## src/rtl/tdm_sa_pkg.sv

```systemverilog
package tdm_sa_pkg;

  // Line identifiers used by the select register port bit.
  localparam bit LINE_UP = 1'b0;
  localparam bit LINE_DN = 1'b1;

  // Per-pair control word, LSB first: swap, in0, in1, out0, out1.
  typedef struct packed {
    logic out1;
    logic out0;
    logic in1;
    logic in0;
    logic swap;
  } pair_ctrl_t;

  localparam int CTRL_W = $bits(pair_ctrl_t);

endpackage

```

## src/rtl/tdm_sa_frame_timer.sv

```systemverilog
module tdm_sa_frame_timer #(
  parameter int SLOTS  = 12,
  parameter int DATA_W = 8,
  parameter int SLOT_W = 4,
  parameter int BIT_W  = 3
) (
  input  logic              clk,
  input  logic              rst,
  input  logic              fsync_i,
  output logic [SLOT_W-1:0] slot_o,
  output logic [BIT_W-1:0]  bit_o,
  output logic              last_bit_o
);

  logic [SLOT_W-1:0] slot_q, slot_n;
  logic [BIT_W-1:0]  bit_q, bit_n;

  // Position of the bit currently on the bus; fsync forces slot 0 bit 0.
  always_comb begin
    slot_n = slot_q;
    bit_n  = bit_q + BIT_W'(1);
    if (fsync_i) begin
      slot_n = '0;
      bit_n  = '0;
    end else if (bit_q == BIT_W'(DATA_W - 1)) begin
      bit_n  = '0;
      slot_n = (slot_q == SLOT_W'(SLOTS - 1)) ? '0 : slot_q + SLOT_W'(1);
    end
  end

  always_ff @(posedge clk) begin
    if (rst) begin
      slot_q <= SLOT_W'(SLOTS - 1);
      bit_q  <= BIT_W'(DATA_W - 1);
    end else begin
      slot_q <= slot_n;
      bit_q  <= bit_n;
    end
  end

  assign slot_o     = slot_n;
  assign bit_o      = bit_n;
  assign last_bit_o = (bit_n == BIT_W'(DATA_W - 1));

endmodule

```

## src/rtl/tdm_sa_line.sv

```systemverilog
module tdm_sa_line #(
  parameter int NUM_REGS = 4,
  parameter int DATA_W   = 8,
  parameter int SLOT_W   = 4,
  parameter int BIT_W    = 3,
  parameter int SEL_W    = 5,
  parameter bit LINE_ID  = 1'b0
) (
  input  logic              clk,
  input  logic              rst,
  input  logic              rx_i,
  input  logic [SLOT_W-1:0] slot_i,
  input  logic [BIT_W-1:0]  bit_i,
  input  logic [SEL_W-1:0]  sel_i [NUM_REGS],
  input  logic [NUM_REGS-1:0] out_en_i,
  input  logic [DATA_W-1:0] data_i [NUM_REGS],
  output logic [DATA_W-1:0] rx_byte_o,
  output logic              tx_o,
  output logic              tx_en_o
);

  localparam int IDX_W = (NUM_REGS > 1) ? $clog2(NUM_REGS) : 1;

  logic [DATA_W-2:0] rx_sh;
  logic [DATA_W-1:0] tx_byte;
  logic              tx_q, tx_en_q;
  logic              hit;
  logic [IDX_W-1:0]  idx;

  // Receive: byte completes with the bit arriving this clock.
  assign rx_byte_o = {rx_sh, rx_i};

  // Output owner for the current slot; lowest register index wins.
  always_comb begin
    hit = 1'b0;
    idx = '0;
    for (int k = NUM_REGS - 1; k >= 0; k--) begin
      if (out_en_i[k] && sel_i[k][SEL_W-1] == LINE_ID &&
          sel_i[k][SLOT_W-1:0] == slot_i) begin
        hit = 1'b1;
        idx = IDX_W'(k);
      end
    end
  end

  always_ff @(posedge clk) begin
    if (rst) begin
      rx_sh   <= '0;
      tx_byte <= '0;
      tx_q    <= 1'b0;
      tx_en_q <= 1'b0;
    end else begin
      rx_sh   <= {rx_sh[DATA_W-3:0], rx_i};
      tx_en_q <= hit;
      if (hit && bit_i == '0) begin
        tx_byte <= data_i[idx];
        tx_q    <= data_i[idx][DATA_W-1];
      end else if (hit) begin
        tx_q    <= tx_byte[BIT_W'(DATA_W - 1) - bit_i];
      end else begin
        tx_q    <= 1'b0;
      end
    end
  end

  assign tx_o    = tx_q;
  assign tx_en_o = tx_en_q;

endmodule

```

## src/rtl/tdm_sa_regs.sv

```systemverilog
module tdm_sa_regs
  import tdm_sa_pkg::*;
#(
  parameter int NUM_PAIRS = 2,
  parameter int NUM_REGS  = 4,
  parameter int DATA_W    = 8,
  parameter int SEL_W     = 5,
  parameter int ADDR_W    = 4
) (
  input  logic              clk,
  input  logic              rst,
  input  logic              cpu_wr_i,
  input  logic [ADDR_W-1:0] cpu_addr_i,
  input  logic [DATA_W-1:0] cpu_wdata_i,
  input  logic [NUM_REGS-1:0] cap_en_i,
  input  logic [DATA_W-1:0] cap_byte_i [NUM_REGS],
  output logic [DATA_W-1:0] data_o [NUM_REGS],
  output logic [SEL_W-1:0]  sel_o [NUM_REGS],
  output pair_ctrl_t        ctrl_o [NUM_PAIRS],
  output logic [DATA_W-1:0] cpu_rdata_o
);

  logic [DATA_W-1:0] data_q [NUM_REGS];
  logic [SEL_W-1:0]  sel_q  [NUM_REGS];
  pair_ctrl_t        ctrl_q [NUM_PAIRS];
  logic [DATA_W-1:0] rd_n, rd_q;

  for (genvar k = 0; k < NUM_REGS; k++) begin : g_reg
    always_ff @(posedge clk) begin
      if (rst) begin
        data_q[k] <= '0;
        sel_q[k]  <= '0;
      end else begin
        // Microcontroller write outranks a same-cycle capture.
        if (cpu_wr_i && cpu_addr_i == ADDR_W'(k))
          data_q[k] <= cpu_wdata_i;
        else if (cap_en_i[k])
          data_q[k] <= cap_byte_i[k];
        if (cpu_wr_i && cpu_addr_i == ADDR_W'(NUM_REGS + k))
          sel_q[k] <= cpu_wdata_i[SEL_W-1:0];
      end
    end
  end

  for (genvar p = 0; p < NUM_PAIRS; p++) begin : g_pair
    always_ff @(posedge clk) begin
      if (rst)
        ctrl_q[p] <= '0;
      else if (cpu_wr_i && cpu_addr_i == ADDR_W'(2 * NUM_REGS + p))
        ctrl_q[p] <= pair_ctrl_t'(cpu_wdata_i[CTRL_W-1:0]);
    end
  end

  always_comb begin
    rd_n = '0;
    for (int k = 0; k < NUM_REGS; k++) begin
      if (cpu_addr_i == ADDR_W'(k))
        rd_n = data_q[k];
      if (cpu_addr_i == ADDR_W'(NUM_REGS + k))
        rd_n[SEL_W-1:0] = sel_q[k];
    end
    for (int p = 0; p < NUM_PAIRS; p++) begin
      if (cpu_addr_i == ADDR_W'(2 * NUM_REGS + p))
        rd_n[CTRL_W-1:0] = ctrl_q[p];
    end
  end

  always_ff @(posedge clk) begin
    if (rst) rd_q <= '0;
    else     rd_q <= rd_n;
  end

  assign data_o      = data_q;
  assign sel_o       = sel_q;
  assign ctrl_o      = ctrl_q;
  assign cpu_rdata_o = rd_q;

endmodule

```

## src/rtl/tdm_slot_access.sv

```systemverilog
module tdm_slot_access
  import tdm_sa_pkg::*;
#(
  parameter int SLOTS     = 12,
  parameter int DATA_W    = 8,
  parameter int NUM_PAIRS = 2,
  parameter int ADDR_W    = 4
) (
  input  logic              clk,
  input  logic              rst,
  input  logic              fsync,
  input  logic              up_rx,
  input  logic              dn_rx,
  output logic              up_tx,
  output logic              up_tx_en,
  output logic              dn_tx,
  output logic              dn_tx_en,
  input  logic              cpu_wr,
  input  logic [ADDR_W-1:0] cpu_addr,
  input  logic [DATA_W-1:0] cpu_wdata,
  output logic [DATA_W-1:0] cpu_rdata
);

  localparam int NUM_REGS = 2 * NUM_PAIRS;
  localparam int SLOT_W   = $clog2(SLOTS);
  localparam int BIT_W    = $clog2(DATA_W);
  localparam int SEL_W    = SLOT_W + 1;

  logic [SLOT_W-1:0]   cur_slot;
  logic [BIT_W-1:0]    cur_bit;
  logic                last_bit;
  logic [DATA_W-1:0]   data_q   [NUM_REGS];
  logic [SEL_W-1:0]    sel_q    [NUM_REGS];
  pair_ctrl_t          ctrl_q   [NUM_PAIRS];
  logic [NUM_REGS-1:0] cap_en;
  logic [DATA_W-1:0]   cap_byte [NUM_REGS];
  logic [NUM_REGS-1:0] out_en;
  logic                rx_bit   [2];
  logic [DATA_W-1:0]   rx_byte  [2];
  logic                tx_bit   [2];
  logic                tx_en    [2];

  tdm_sa_frame_timer #(
    .SLOTS(SLOTS), .DATA_W(DATA_W), .SLOT_W(SLOT_W), .BIT_W(BIT_W)
  ) u_timer (
    .clk(clk), .rst(rst), .fsync_i(fsync),
    .slot_o(cur_slot), .bit_o(cur_bit), .last_bit_o(last_bit)
  );

  tdm_sa_regs #(
    .NUM_PAIRS(NUM_PAIRS), .NUM_REGS(NUM_REGS), .DATA_W(DATA_W),
    .SEL_W(SEL_W), .ADDR_W(ADDR_W)
  ) u_regs (
    .clk(clk), .rst(rst),
    .cpu_wr_i(cpu_wr), .cpu_addr_i(cpu_addr), .cpu_wdata_i(cpu_wdata),
    .cap_en_i(cap_en), .cap_byte_i(cap_byte),
    .data_o(data_q), .sel_o(sel_q), .ctrl_o(ctrl_q),
    .cpu_rdata_o(cpu_rdata)
  );

  // Capture steering: swap borrows the partner's input selection.
  for (genvar k = 0; k < NUM_REGS; k++) begin : g_cap
    localparam int P = k / 2;
    localparam int M = k % 2;
    logic [SEL_W-1:0] in_sel;
    logic             in_en;

    assign in_sel    = ctrl_q[P].swap ? sel_q[k ^ 1] : sel_q[k];
    assign in_en     = (M == 0) ? ctrl_q[P].in0  : ctrl_q[P].in1;
    assign out_en[k] = (M == 0) ? ctrl_q[P].out0 : ctrl_q[P].out1;
    assign cap_en[k] = in_en && last_bit && (in_sel[SLOT_W-1:0] == cur_slot);
    assign cap_byte[k] = in_sel[SEL_W-1] ? rx_byte[LINE_DN] : rx_byte[LINE_UP];
  end

  assign rx_bit[LINE_UP] = up_rx;
  assign rx_bit[LINE_DN] = dn_rx;

  for (genvar l = 0; l < 2; l++) begin : g_line
    tdm_sa_line #(
      .NUM_REGS(NUM_REGS), .DATA_W(DATA_W), .SLOT_W(SLOT_W),
      .BIT_W(BIT_W), .SEL_W(SEL_W), .LINE_ID(l[0])
    ) u_line (
      .clk(clk), .rst(rst), .rx_i(rx_bit[l]),
      .slot_i(cur_slot), .bit_i(cur_bit),
      .sel_i(sel_q), .out_en_i(out_en), .data_i(data_q),
      .rx_byte_o(rx_byte[l]), .tx_o(tx_bit[l]), .tx_en_o(tx_en[l])
    );
  end

  assign up_tx    = tx_bit[LINE_UP];
  assign up_tx_en = tx_en[LINE_UP];
  assign dn_tx    = tx_bit[LINE_DN];
  assign dn_tx_en = tx_en[LINE_DN];

endmodule

```

## config.mk

```make
export PLATFORM = sky130hd
export DESIGN_NAME = tdm_slot_access
export DESIGN_NICKNAME = d
export VERILOG_FILES = /design/src/rtl/tdm_sa_pkg.sv /design/src/rtl/tdm_sa_frame_timer.sv /design/src/rtl/tdm_sa_line.sv /design/src/rtl/tdm_sa_regs.sv /design/src/rtl/tdm_slot_access.sv
export SDC_FILE = /design/constraint.sdc
export NUM_CORES = 1
export LEC_CHECK = 0
export BUFFER_PORTS_ARGS = -buffer_cell sky130_fd_sc_hd__buf_2
export CAP_MARGIN = 10
export CELL_PAD_IN_SITES_DETAIL_PLACEMENT = 0
export CELL_PAD_IN_SITES_GLOBAL_PLACEMENT = 1
export CORE_AREA = 2 2 124 126
export CTS_CLUSTER_SIZE = 14
export DETAILED_ROUTE_END_ITERATION = 8
export DIE_AREA = 0 0 126 128
export PLACE_DENSITY = 0.82
export SLEW_MARGIN = 20
export SYNTH_ARGS = -nofsm -noshare
export SYNTH_HDL_FRONTEND = slang
export SYNTH_SLANG_ARGS = --single-unit
```

## constraint.sdc

```tcl
create_clock -name clk -period 6.15 [get_ports clk]
set_input_delay 0.615 -clock clk [delete_from_list [all_inputs] [get_ports clk]]
set_output_delay 0.615 -clock clk [all_outputs]
set_load 0.03 [all_outputs]
```

==> impl.org, run 1 <==
** Placement
- Number of placed cells counting well taps :: 943
- Input/output buffers :: 29
- Routability-driven placement finished with a final weighted congestion of 0.992.
- Sum of net half-perimeters after detailed placement :: 14,900 um

** Route
- For this block, the initial DRC count from the detailed router was 753.
- After detailed routing, the number of vias per cell comes to 6.23.
- The pre-antenna-repair detailed-routing pass consisted of 6 iterations.
- The routed design has 20,000 um of wire.
- For this block, the via count after detailed routing is 5,972.
- For this run, design rule violations remaining after detail routing come to 0.
- In this run the remaining antenna-violating nets after routing total 0.
- Routed wire per std cell :: 20.8 um

** Setup path
- The worst setup path is launched from a flop.
- Category of cells accounting for the largest share of critical-path delay :: compound AO/OA/AOI/OAI gates
- On the critical path, the stage with the largest delay is an instance of sky130_fd_sc_hd__nor4bb_1.
- STA puts the critical path data required time at 6.38 ns.
- For this run, the slowest stage of the critical path takes 0.63 ns.
- Crit end category :: flop
- In this run the worst setup path begins at u_timer.bit_q[0].
- By instance count, the cell type seen most on the critical path is sky130_fd_sc_hd__ha_1.
- Bufs and invs on worst path :: 0
- The critical path goes through ha_1, ha_1, nor4bb_1, o21ai_2, xor2_1, nand3_2, o41ai_4, nor3_1, o21bai_1, o32ai_1.
- Along the worst path, the maximum fanout reaches 10.
- Worst setup path category :: reg2reg
- Critical path data arrival time :: 3.99 ns
- In this run the critical register-to-register path is launched from u_timer.bit_q[0].

** GRT
- The number of antenna violations at the first check in global routing was 0.
- In the global route stage, overall resource usage came out at 0.248.
- First-pass GRT wire length :: 31,200 um
- Pin count of the biggest net entering global routing :: 67
- Number of global-route vias before repair :: 5,424
- Global route total overflow :: 0

** Yosys
- The share of synthesized area in the top cell type comes to 0.336.
- By area the synthesized netlist is led by sky130_fd_sc_hd__dfxtp_1 (34%), sky130_fd_sc_hd__mux2i_1 (8.3%), sky130_fd_sc_hd__mux2_2 (7.3%).
- In the synthesized netlist, the cells that appear most often are sky130_fd_sc_hd__dfxtp_1 (109), sky130_fd_sc_hd__nor2_1 (74), sky130_fd_sc_hd__nand2_1 (65).
- Most common cell in the synthesized netlist :: sky130_fd_sc_hd__dfxtp_1
- Post-synthesis instance area :: 0.00649 mm^2
- The most used flip-flop cell after synthesis is sky130_fd_sc_hd__dfxtp_1.
- The synthesized design spends more area on one cell type than any other, namely sky130_fd_sc_hd__dfxtp_1.
- Share of flip-flops with an asynchronous set or reset after synthesis :: 0
- The synthesized design contains 0 enable-type register cells.
- Of the synthesized area, sequential elements account for 0.336.
- Cell variety after synth :: 74
- Synth Register Bits :: 109
- Each instance of the synthesized netlist takes up on average 8.47 um^2.
- The number of nets in the synthesized netlist is 787.
- For this run, the number of Yosys warnings is 0.
- Synthesis produced 766 cells.

** Clocking
- After clock tree synthesis, the clock-pin slew on the worst setup and hold paths is 0.08 ns.
- In this run, post-CTS hold repair placed 0 buffers.
- CTS sink cnt :: 109
- TritonCTS built the clock tree.
- Clock Latency Late Sink :: 0.37 ns
- In this run, CTS created clock tree buffers numbering 9.
- Setup repair bufs after CTS :: 0
- CTS Root Buffer Type :: sky130_fd_sc_hd__clkbuf_16
- The longest clock path from root to sink contains 2 buffers.
- H-tree depth :: 3
- Resized Gates After CTS :: 0

** Finish
- Total number of nets in the final design :: 787
- Number of inserted filler cells in the final layout :: 1,491
- Once layout is complete, the utilization of the core stands at 0.471.
- Fraction of layout instances using a drive strength above 1 :: 0.160
- The number of antenna diodes in the final layout is 0.
- The count of cells in the finished layout, fillers not included, comes to 959.
- Area Overhead vs Synth :: 8.00%

** STA
- Hold violation total from the final report :: 0
- Final TNS setup :: 0 ns
- Clock period minus final worst setup slack :: 3.76 ns
- Portion of the clock cycle consumed by the worst path in the final layout :: 0.611
- For the pin with the worst max-slew slack, the measured transition is 0.956 ns.
- Hold Slack :: 0.456 ns
- Number of slew-limit violations in the final report :: 0
- Setup violations remaining at the end of the flow were counted as 0.
- Setup repair after global routing left no endpoint under its margin.
- Headroom to the max-slew limit came out at 0.344.
- Clock skew on the completed layout was measured at 0.0122 ns.
- Static timing analysis puts the maximum clock frequency at 266 MHz.

** Pwr
- Maximum resistive drop on vdd :: 132 uV
- Reported leakage power :: 2.46 nW
- Cell Pwr Density :: 213 mW/mm^2

** Status
- The flow ran to the end, and the final reports show no timing, DRC or antenna violations.

** Floorplanning
- The initial utilization of the core area, before any placement, comes to 0.436.
- Floorplan die area :: 0.0161 mm^2
- Num ports :: 30
- The die is 128 um tall.
- Number of placement rows :: 45
- Total core area :: 0.0149 mm^2
- Die extent in x :: 126 um

** Min path
- Hold wc startpoint :: g_line[0].u_line.tx_byte[1]
- Hold crit path type :: reg2reg

** Flow run
- Across the run, the number of max-cap violations was 0.
worst register-to-register path: cells and delay by family (launching register included):
kind                     cells  cell delay, ns
XOR/XNOR                     1            0.23
flip-flops                   1            0.36
adder cells (fa/ha/maj)      2            0.60
AO/OA/AOI/OAI                4            1.41
AND/OR/NAND/NOR              3            1.01
kinds of logic (layout without fill, tap and decap cells):
| family | Yosys count | in the layout | synth area share |
|---|---|---|---|
| and+or+nand+nor | 272 | 272 | 0.223 |
| muxes | 99 | 99 | 0.167 |
| adders and majority gates | 3 | 3 | 0.00579 |
| xor gates and xnor gates | 19 | 19 | 0.0268 |
| DFF | 109 | 109 | 0.336 |
| AOI/OAI and AO/OA | 189 | 189 | 0.196 |
| buffers and inverters | 75 | 80 | 0.0461 |
cell type report:
type	instances	area, um^2	area share
Clock inverter	6	51.3	0.00732
Clock buffer	10	229	0.0327
Timing Repair Buffer	36	198	0.0282
Inverter	28	105	0.0150
Tap cell	188	235	0.0336
Sequential cell	109	2180	0.311
Multi-Input combinational cell	582	4010	0.572
stage by stage:
step	area [um^2]	power [mW]	setup WS (ns)
after detailed placement	6730	0.931	2.47
final	7010	1.49	2.39
after CTS	7010	1.50	2.43
after floorplan	6490	0.881	3.20
after global routing	7010	1.55	2.06
after global placement	6730	0.927	2.60
path summary, 6_finish.rpt:
path | endpoint | slack (ns) | cells past startpoint
max | g_line[0].u_line.tx_byte[5] | 2.39 | 10
min | g_line[0].u_line.tx_byte[1] | 0.46 | 2
max reg2reg | g_line[0].u_line.tx_byte[5] | 2.39 | 10
min reg2reg | g_line[0].u_line.tx_byte[1] | 0.46 | 2
power breakdown:
group          switching (mW)  internal, mW  total (mW)
combinational           0.120        0.0615       0.182
sequential             0.0182         0.718       0.736
clock                   0.293         0.283       0.576
sequential cells by signal, summed over array words and instances, names as in the netlist:
register	count
u_timer.bit_q	3
u_regs.ctrl_o	10
g_line.u_line.tx_en_o	2
g_line.u_line.tx_o	2
u_timer.slot_q	4
u_regs.sel_o	20
g_line.u_line.tx_byte	14
g_line.u_line.rx_sh	14
u_regs.data_o	32
u_regs.cpu_rdata_o	8
cell usage in the layout, fill, tap and decap left out, types with 25 or more instances in the layout:
master	Yosys	layout
sky130_fd_sc_hd__nor2_1	74	74
sky130_fd_sc_hd__dfxtp_1	109	109
sky130_fd_sc_hd__a21oi_1	63	63
sky130_fd_sc_hd__buf_2	11	29
sky130_fd_sc_hd__nor2b_1	25	25
sky130_fd_sc_hd__nand2_1	65	65
sky130_fd_sc_hd__mux2_2	42	42
sky130_fd_sc_hd__inv_1	28	28
sky130_fd_sc_hd__mux2i_1	54	54
sky130_fd_sc_hd__o21ai_0	25	25
layer usage:
metal,track usage,up-vias,share of wire
met5,0,-,0
met2,0.386,237,0.45
li1,-,2800,-
met4,0.104,0,0.028
met1,0.352,2899,0.45
met3,0.0267,36,0.069
Note: power is estimated with default switching activity, not from simulation.
==> run 2: changes to the inputs <==
Settings changed: ABC_AREA set to 1, CORE_AREA 2 2 124 126 to 2 2 123 125, DIE_AREA 0 0 126 128 to 0 0 125 127, PLACE_DENSITY 0.82 to 0.85.
Clock period 6.15 ns to 3.7 ns, I/O delays scaled along.
==> impl.org, run 2 <==
** Clocking
- H-tree depth :: 3
- TritonCTS built the clock tree.
- Clock Latency Late Sink :: 0.36 ns
- Post-CTS timing repair inserted 0 buffers for setup.
- Once the clock tree was built, the resizer swapped 0 gates to a different size.
- CTS Root Buffer Type :: sky130_fd_sc_hd__clkbuf_16
- CTS sink cnt :: 109
- Number of clock buffers inserted by TritonCTS :: 9
- Maximum clock insertion buffer count :: 2
- Clock transition at the register clock pins on the worst setup and hold paths after CTS :: 0.08 ns
- Post-CTS Hold Buffers :: 0

** Setup path
- Bufs and invs on worst path :: 2
- STA classifies the critical path startpoint as a flop.
- Traced cell by cell, the critical path runs through ha_1, ha_1, nand2_2, inv_2, nand2_2, nand4_1, nand2_1, nand2_1, nor2_1, nand3_1, nand2_1, nand2_1, nand2_2, nand2_1, o211ai_1, nand3_1, nand2_1, inv_1.
- The largest individual stage delay along the critical path comes from the cell sky130_fd_sc_hd__nand2_2.
- For the worst flop-to-flop path, the logic depth is 18.
- In this design, the largest share of critical-path delay is due to simple AND/OR/NAND/NOR gates.
- Data on the critical path is required at its endpoint by 3.96 ns.
- Critical Path Most Common Cell :: sky130_fd_sc_hd__nand2_1
- Worst setup path category :: reg2reg
- Worst flop-to-flop path endpoint :: g_line[1].u_line.tx_byte[0]
- Critical path fanouts, max :: 30
- STA puts the critical path data arrival time at 3.27 ns.
- Worst R2R Setup Slack :: 0.68 ns
- Largest stage delay on the critical path :: 0.38 ns
- Reg-to-reg critical path startpoint :: u_timer.bit_q[0]
- STA classifies the critical path endpoint as a flop.

** STA
- Measured against its own limit, the worst slew margin works out to 0.257.
- At the pin with the least slew margin, the transition time is 1.11 ns.
- Hold Slack :: 0.263 ns
- For this run, the top clock speed supported by timing is 332 MHz.
- The clock period could shrink to 3.02 ns.
- Worst Setup Slack, final :: 0.685 ns
- The final-report max-slew violation count was 0.
- The final number of hold-violating endpoints is 0.
- Portion of the clock cycle consumed by the worst path in the final layout :: 0.815
- Setup violations remaining at the end of the flow were counted as 0.
- Setup repair after global routing left no endpoint under its margin.
- Clock skew on the completed layout was measured at 0.00843 ns.
- Adding up every negative setup slack in the final design gives 0 ns.

** Status
- The flow ran to the end, and the final reports show no timing, DRC or antenna violations.

** Finish
- The library cells used most frequently in the layout, excluding fill and tap cells, are sky130_fd_sc_hd__nand2_1 (251), sky130_fd_sc_hd__inv_1 (119), sky130_fd_sc_hd__dfxtp_1 (109).
- Total number of nets in the final design :: 989
- Area Overhead vs Synth :: 8.48%
- 0 antenna diodes ended up in the layout.
- The register with the most flip-flops in the layout has 32 of them.
- Of the cells placed in the final design, the portion with a size suffix greater than 1 is 0.0874.
- The library cell used most frequently in the layout, excluding fill and tap cells, is sky130_fd_sc_hd__nand2_1.

** Floorplanning
- Effective utilization at floorplan :: 0.434
- The die is 127 um tall.
- Floorplan die area :: 0.0159 mm^2
- The floorplan step set the die width to 125 um.
- The floorplan step defined a core boundary enclosing 0.0144 mm^2.
- Num ports :: 30
- The initialized floorplan defines 44 standard-cell rows.

** Route
- Number of violations reported at the end of detailed-routing iteration 0 :: 509
- Detailed-route via count :: 6,266
- Routed wire per std cell :: 16.7 um
- Dividing the detail-routed via count by the number of cells gives 5.42.
- The pre-antenna-repair detailed-routing pass consisted of 5 iterations.
- Antenna-violating nets left :: 0
- DR DRC count :: 0
- Wirelength, routed :: 19,300 um

** Yosys
- Yosys Warn Count :: 0
- Number of flops mapped to enable cells by yosys :: 0
- Of the synthesized area, sequential elements account for 0.349.
- Net count after synthesis :: 978
- Synthesized netlist cell count :: 957
- Most common cell in the synthesized netlist :: sky130_fd_sc_hd__nand2_1
- Share of flip-flops with an asynchronous set or reset after synthesis :: 0
- Post-synthesis instance area :: 0.00625 mm^2
- Mean cell area of the mapped netlist :: 6.53 um^2
- Portion of synthesized cell area occupied by the leading cell type :: 0.349
- Commonest register cell after synthesis :: sky130_fd_sc_hd__dfxtp_1
- In this run, synthesis produced a sequential element count of 109.
- Largest area contributor in the netlist :: sky130_fd_sc_hd__dfxtp_1
- The number of different library cells used by synthesis comes to 38.
- Ranked by total cell area, the synthesized netlist is headed by sky130_fd_sc_hd__dfxtp_1 (35%), sky130_fd_sc_hd__nand2_1 (15%), sky130_fd_sc_hd__inv_1 (7.2%).
- By count the netlist is led by sky130_fd_sc_hd__nand2_1 (251), sky130_fd_sc_hd__inv_1 (120), sky130_fd_sc_hd__dfxtp_1 (109).

** Pwr
- Maximum resistive drop on vdd :: 172 uV
- Cell Pwr Density :: 361 mW/mm^2
- Summed over all cells, the static leakage comes to 2.64 nW.

** Min path
- The worst hold path terminates at g_line[0].u_line.rx_sh[0].
- Hold crit path type :: in2reg
- Worst Hold Path Cells :: 3
- Hold wc startpoint :: up_rx

** GRT
- For this run the aggregate overflow at the end of global routing stands at 0.
- The number of global-route vias before repair is 5,581.
- The number of antenna violations at the first check in global routing came to 0.
- The first global-routing pass estimated 30,900 um of wire.
- Total global-route track usage :: 0.244
- Pin count of the biggest net entering global routing :: 71

** Flow run
- Max-capacitance violation count :: 0

** Placement
- Input/output buffers :: 29
- Prior to clock tree synthesis, the placed netlist has a worst setup slack of 0.719 ns.
- Final Wtd Congestion :: 0.893
- Detailed placement finished with a half-perimeter wire length of 14,200 um.
## run 2: cell families after synthesis
logic type / share of synthesized area
compound gates: 0.244
xor+xnor: 0.0222
fa+ha+maj: 0.00600
buf+inv: 0.105
flops: 0.349
simple gates: 0.274
## run 2: final cells by class
type | count | area [um^2]
clock buffer | 10 | 229
clock inverter | 5 | 37.5
fill | 1582 | 7640
inverter | 131 | 492
multi-input combinational | 681 | 3420
sequential | 109 | 2180
tap | 184 | 230
timing repair buffer | 36 | 198
## run 2: power by group
group	switching, mW	total, mW	internal, mW
logic	0.211	0.299	0.0875
clock network	0.469	0.928	0.458
registers	0.0229	1.22	1.20
total	0.704	2.45	1.74
## run 2: tightest hold or removal path, stage by stage
cell	delay, ns
sky130_fd_sc_hd__buf_2	0.14
sky130_fd_sc_hd__inv_1	0.05
sky130_fd_sc_hd__nor2_1	0.03
## run 2: how the worst max path moves through the flow
stage	start	end	slack (ns)	cells past startpoint
floorplan	u_timer.bit_q[0]	g_line[1].u_line.tx_byte[0]	1.29	19
global placement	u_timer.bit_q[0]	g_line[1].u_line.tx_byte[0]	0.79	18
detailed placement	u_timer.bit_q[0]	g_line[1].u_line.tx_byte[0]	0.72	18
CTS	u_timer.bit_q[0]	g_line[1].u_line.tx_byte[0]	0.70	18
global route	u_timer.bit_q[0]	g_line[0].u_line.tx_byte[0]	0.33	18
finish	u_timer.bit_q[0]	g_line[1].u_line.tx_byte[0]	0.68	18
## run 2: stage by stage
stage,total power [mW],utilization,std cells,instance area (um^2)
2_1_floorplan,1.46,-,957,6250
3_3_place_gp,1.55,0.452,1141,6520
3_5_place_dp,1.55,0.452,1141,6520
4_1_cts,2.47,0.470,1156,6780
5_1_grt,2.55,0.470,1156,6780
6_report,2.45,0.470,1156,6780
## run 2: layer usage
metal  vias up  share of wire  GRT usage
li1       3215              -          -
met1      2825           0.49      0.364
met2       204           0.44      0.372
met3        22          0.059     0.0293
met4         0          0.016     0.0699
met5         -              0          0
==> run 3: changes to the inputs <==
Settings changed: CORE_AREA 2 2 123 125 to 2 2 129 131, DIE_AREA 0 0 125 127 to 0 0 131 133, PLACE_DENSITY 0.85 to 0.82.
Clock period 3.7 ns to 2.5 ns, I/O delays scaled along.
==> impl.org, run 3 (same netlist as run 2, synthesis figures left out) <==
** Finish
- Total number of nets in the final design :: 1,062
- Counting the fill cells in the layout gives 1,672.
- Top library cells by usage in the layout, fill and taps aside :: sky130_fd_sc_hd__nand2_1 (231), sky130_fd_sc_hd__inv_1 (115), sky130_fd_sc_hd__dfxtp_1 (107)
- Area Overhead vs Synth :: 26.6%
- In the final layout, the share of cells above drive strength 1 is 0.207.
- The register with the most flip-flops in the layout has 32 of them.
- Leaving out fill and tap cells, the most frequent cell in the layout is sky130_fd_sc_hd__nand2_1.
- 0 antenna diodes ended up in the layout.
- Leaving out filler cells and counting taps, the final layout contains 1,266.

** GRT
- Initial antenna violation count :: 0
- Total global-route track usage :: 0.244
- Number of global-route vias before repair :: 5,989
- First-pass GRT wire length :: 32,600 um
- Entering global routing, the biggest net connects 53 pins.
- For this run the aggregate overflow at the end of global routing stands at 0.

** Clocking
- CTS sink cnt :: 109
- No sink is reached through more buffers than the 2 on the longest clock path.
- H-tree depth :: 3
- Number of clock buffers inserted by TritonCTS :: 9
- The later pin in the worst-skew pair is clocked with a latency of 0.36 ns.
- In this run the clock root is driven by a sky130_fd_sc_hd__clkbuf_16.
- Clock tree from TritonCTS :: built
- Clock transition at the register clock pins on the worst setup and hold paths after CTS :: 0.08 ns

** Placement
- During placement, the flow inserted port buffers numbering 29.
- Sum of net half-perimeters after detailed placement :: 15,000 um
- Number of placed cells counting well taps :: 1,229
- Routability-driven placement finished with a final weighted congestion of 0.921.

** Setup path
- Worst R2R Setup Slack :: -0.06 ns
- Worst flop-to-flop path endpoint :: g_line[0].u_line.tx_byte[6]
- Endpoint required time on the critical path :: 2.76 ns
- STA classifies the critical path endpoint as a flop.
- At the worst endpoint, the arrival time is 2.82 ns.
- Critical Path Start Type :: flop
- Reg-to-reg critical path startpoint :: u_timer.bit_q[0]
- Worst setup path category :: reg2reg
- Number of cell instances on the worst register-to-register path :: 16
- In this run the worst path has a maximum fanout of 15.

** Min path
- The startpoint identified for the worst hold timing path is up_rx.
- Worst Hold Path Cells :: 3
- Hold crit path type :: in2reg
- For hold timing, the worst endpoint is g_line[0].u_line.rx_sh[0].

** STA
- Headroom to the max-slew limit came out at 0.600.
- For the pin with the worst max-slew slack, the measured transition is 0.600 ns.
- Subtracting the final worst setup slack from the clock period gives 2.56 ns.
- Worst Setup Slack, final :: -0.0623 ns
- Derived from the worst setup path, the maximum achievable clock frequency is 390 MHz.
- Setup repair after global routing missed its margin :: yes
- The final number of hold-violating endpoints is 0.
- In the finished design, the share of the clock period the worst path needs comes to 1.02.
- Across the routed clock network, the largest skew measured is 0.00930 ns.
- Number of slew-limit violations in the final report :: 0
- Setup violations remaining at the end of the flow were counted as 10.
- Hold timing on the final database bottoms out at a slack of 0.171 ns.

** Route
- The final layout contains routed wiring with a total length of 21,500 um.
- Routed wire per std cell :: 17.0 um
- Number of violations reported at the end of detailed-routing iteration 0 :: 521
- Detailed-route via count :: 6,803
- In the routed design, unresolved DRC markers number 0.
- Once detail routing completed, the nets flagged for antenna violations numbered 0.
- Number of iterations in the first detailed-routing pass :: 5
- Dividing the detail-routed via count by the number of cells gives 5.37.

** Floorplanning
- From left edge to right edge, the die measures 131 um.
- The initial utilization of the core area, before any placement, comes to 0.387.
- The floorplan has 47 rows.
- The die covers 0.0174 mm^2.
- Die Y :: 133 um
- Num ports :: 30
- The floorplan step defined a core boundary enclosing 0.0162 mm^2.

** Pwr
- In this run the static leakage power is 3.11 nW.
- For this design the ratio of total power to cell area is 482 mW/mm^2.
- Maximum resistive drop on vdd :: 309 uV

** Status
- Violated checks :: setup timing
- The run finished, with violations left.

** Flow run
- Max-capacitance violation count :: 0
## run 3: layer usage
metal / vias up / routed length [um] / global-route usage
li1: 3371 / - / -
met1: 3142 / 9880 / 0.349
met2: 239 / 9540 / 0.371
met3: 51 / 1360 / 0.0311
met4: 0 / 707 / 0.0940
met5: - / 0 / 0
## run 3: per-stage QoR
stage	area (um^2)	setup slack (ns)	total power, mW	setup TNS [ns]	util
after floorplan	6250	0.0870	2.16	0	-
after global placement	7020	-0.236	2.36	-2.15	0.434
after detailed placement	7020	-0.259	2.36	-3.27	0.434
after CTS	7440	0.00442	3.76	0	0.460
after global routing	7920	-0.234	3.96	-3.87	0.490
final	7920	-0.0623	3.82	-0.311	0.490
## run 3: layout make-up
| type | instances | area (um^2) | share of cell area |
|---|---|---|---|
| timing repair buffer | 108 | 902 | 0.114 |
| inverter | 131 | 505 | 0.0638 |
| sequential | 109 | 2180 | 0.276 |
| clock inverter | 3 | 21.3 | 0.00269 |
| clock buffer | 13 | 240 | 0.0303 |
| multi-input combinational | 682 | 3790 | 0.479 |
| tap | 220 | 275 | 0.0348 |
## run 3: report_power, final
part,switching (mW),leakage (nW),internal (mW)
registers,0.0350,0.883,1.78
logic,0.385,2.10,0.246
clock network,0.692,0.124,0.682
## run 3: worst max-delay path by stage
stage	start	to	slack, ns	depth (start not counted)
final	u_timer.bit_q[0]	g_line[0].u_line.tx_byte[6]	-0.06	16
after global routing	u_timer.bit_q[0]	g_line[0].u_line.tx_byte[3]	-0.23	16
after CTS	u_timer.bit_q[0]	g_line[0].u_line.tx_byte[6]	0.004	18
after detailed placement	u_timer.bit_q[0]	g_line[1].u_line.tx_o	-0.26	18
after global placement	u_timer.bit_q[0]	g_line[1].u_line.tx_o	-0.24	18
after floorplan	u_timer.bit_q[0]	g_line[1].u_line.tx_byte[0]	0.09	19
## run 3: timing repair
action / in CTS / in global routing
gates cloned: 0 / 5
endpoints found under the setup margin: 41 / 39
pin swaps: 14 / 32
resized for setup: 30 / 76
hold buffers: 0 / 0
setup buffers: 4 / 12
## run 3: critical path, stage by stage, from the launching register on
cell                        delay, ns
sky130_fd_sc_hd__dfxtp_2         0.34
sky130_fd_sc_hd__ha_4            0.16
sky130_fd_sc_hd__ha_4            0.19
sky130_fd_sc_hd__nand2_4         0.09
sky130_fd_sc_hd__inv_4           0.05
sky130_fd_sc_hd__nand2_8         0.09
sky130_fd_sc_hd__nand4_1         0.16
sky130_fd_sc_hd__buf_6           0.20
sky130_fd_sc_hd__a21oi_4         0.16
sky130_fd_sc_hd__nand4_1         0.23
sky130_fd_sc_hd__nand2_2         0.17
sky130_fd_sc_hd__nand2_4         0.09
sky130_fd_sc_hd__clkbuf_16       0.18
sky130_fd_sc_hd__o211ai_1        0.16
sky130_fd_sc_hd__nand3_1         0.09
sky130_fd_sc_hd__nand2_1         0.06
sky130_fd_sc_hd__inv_1           0.04
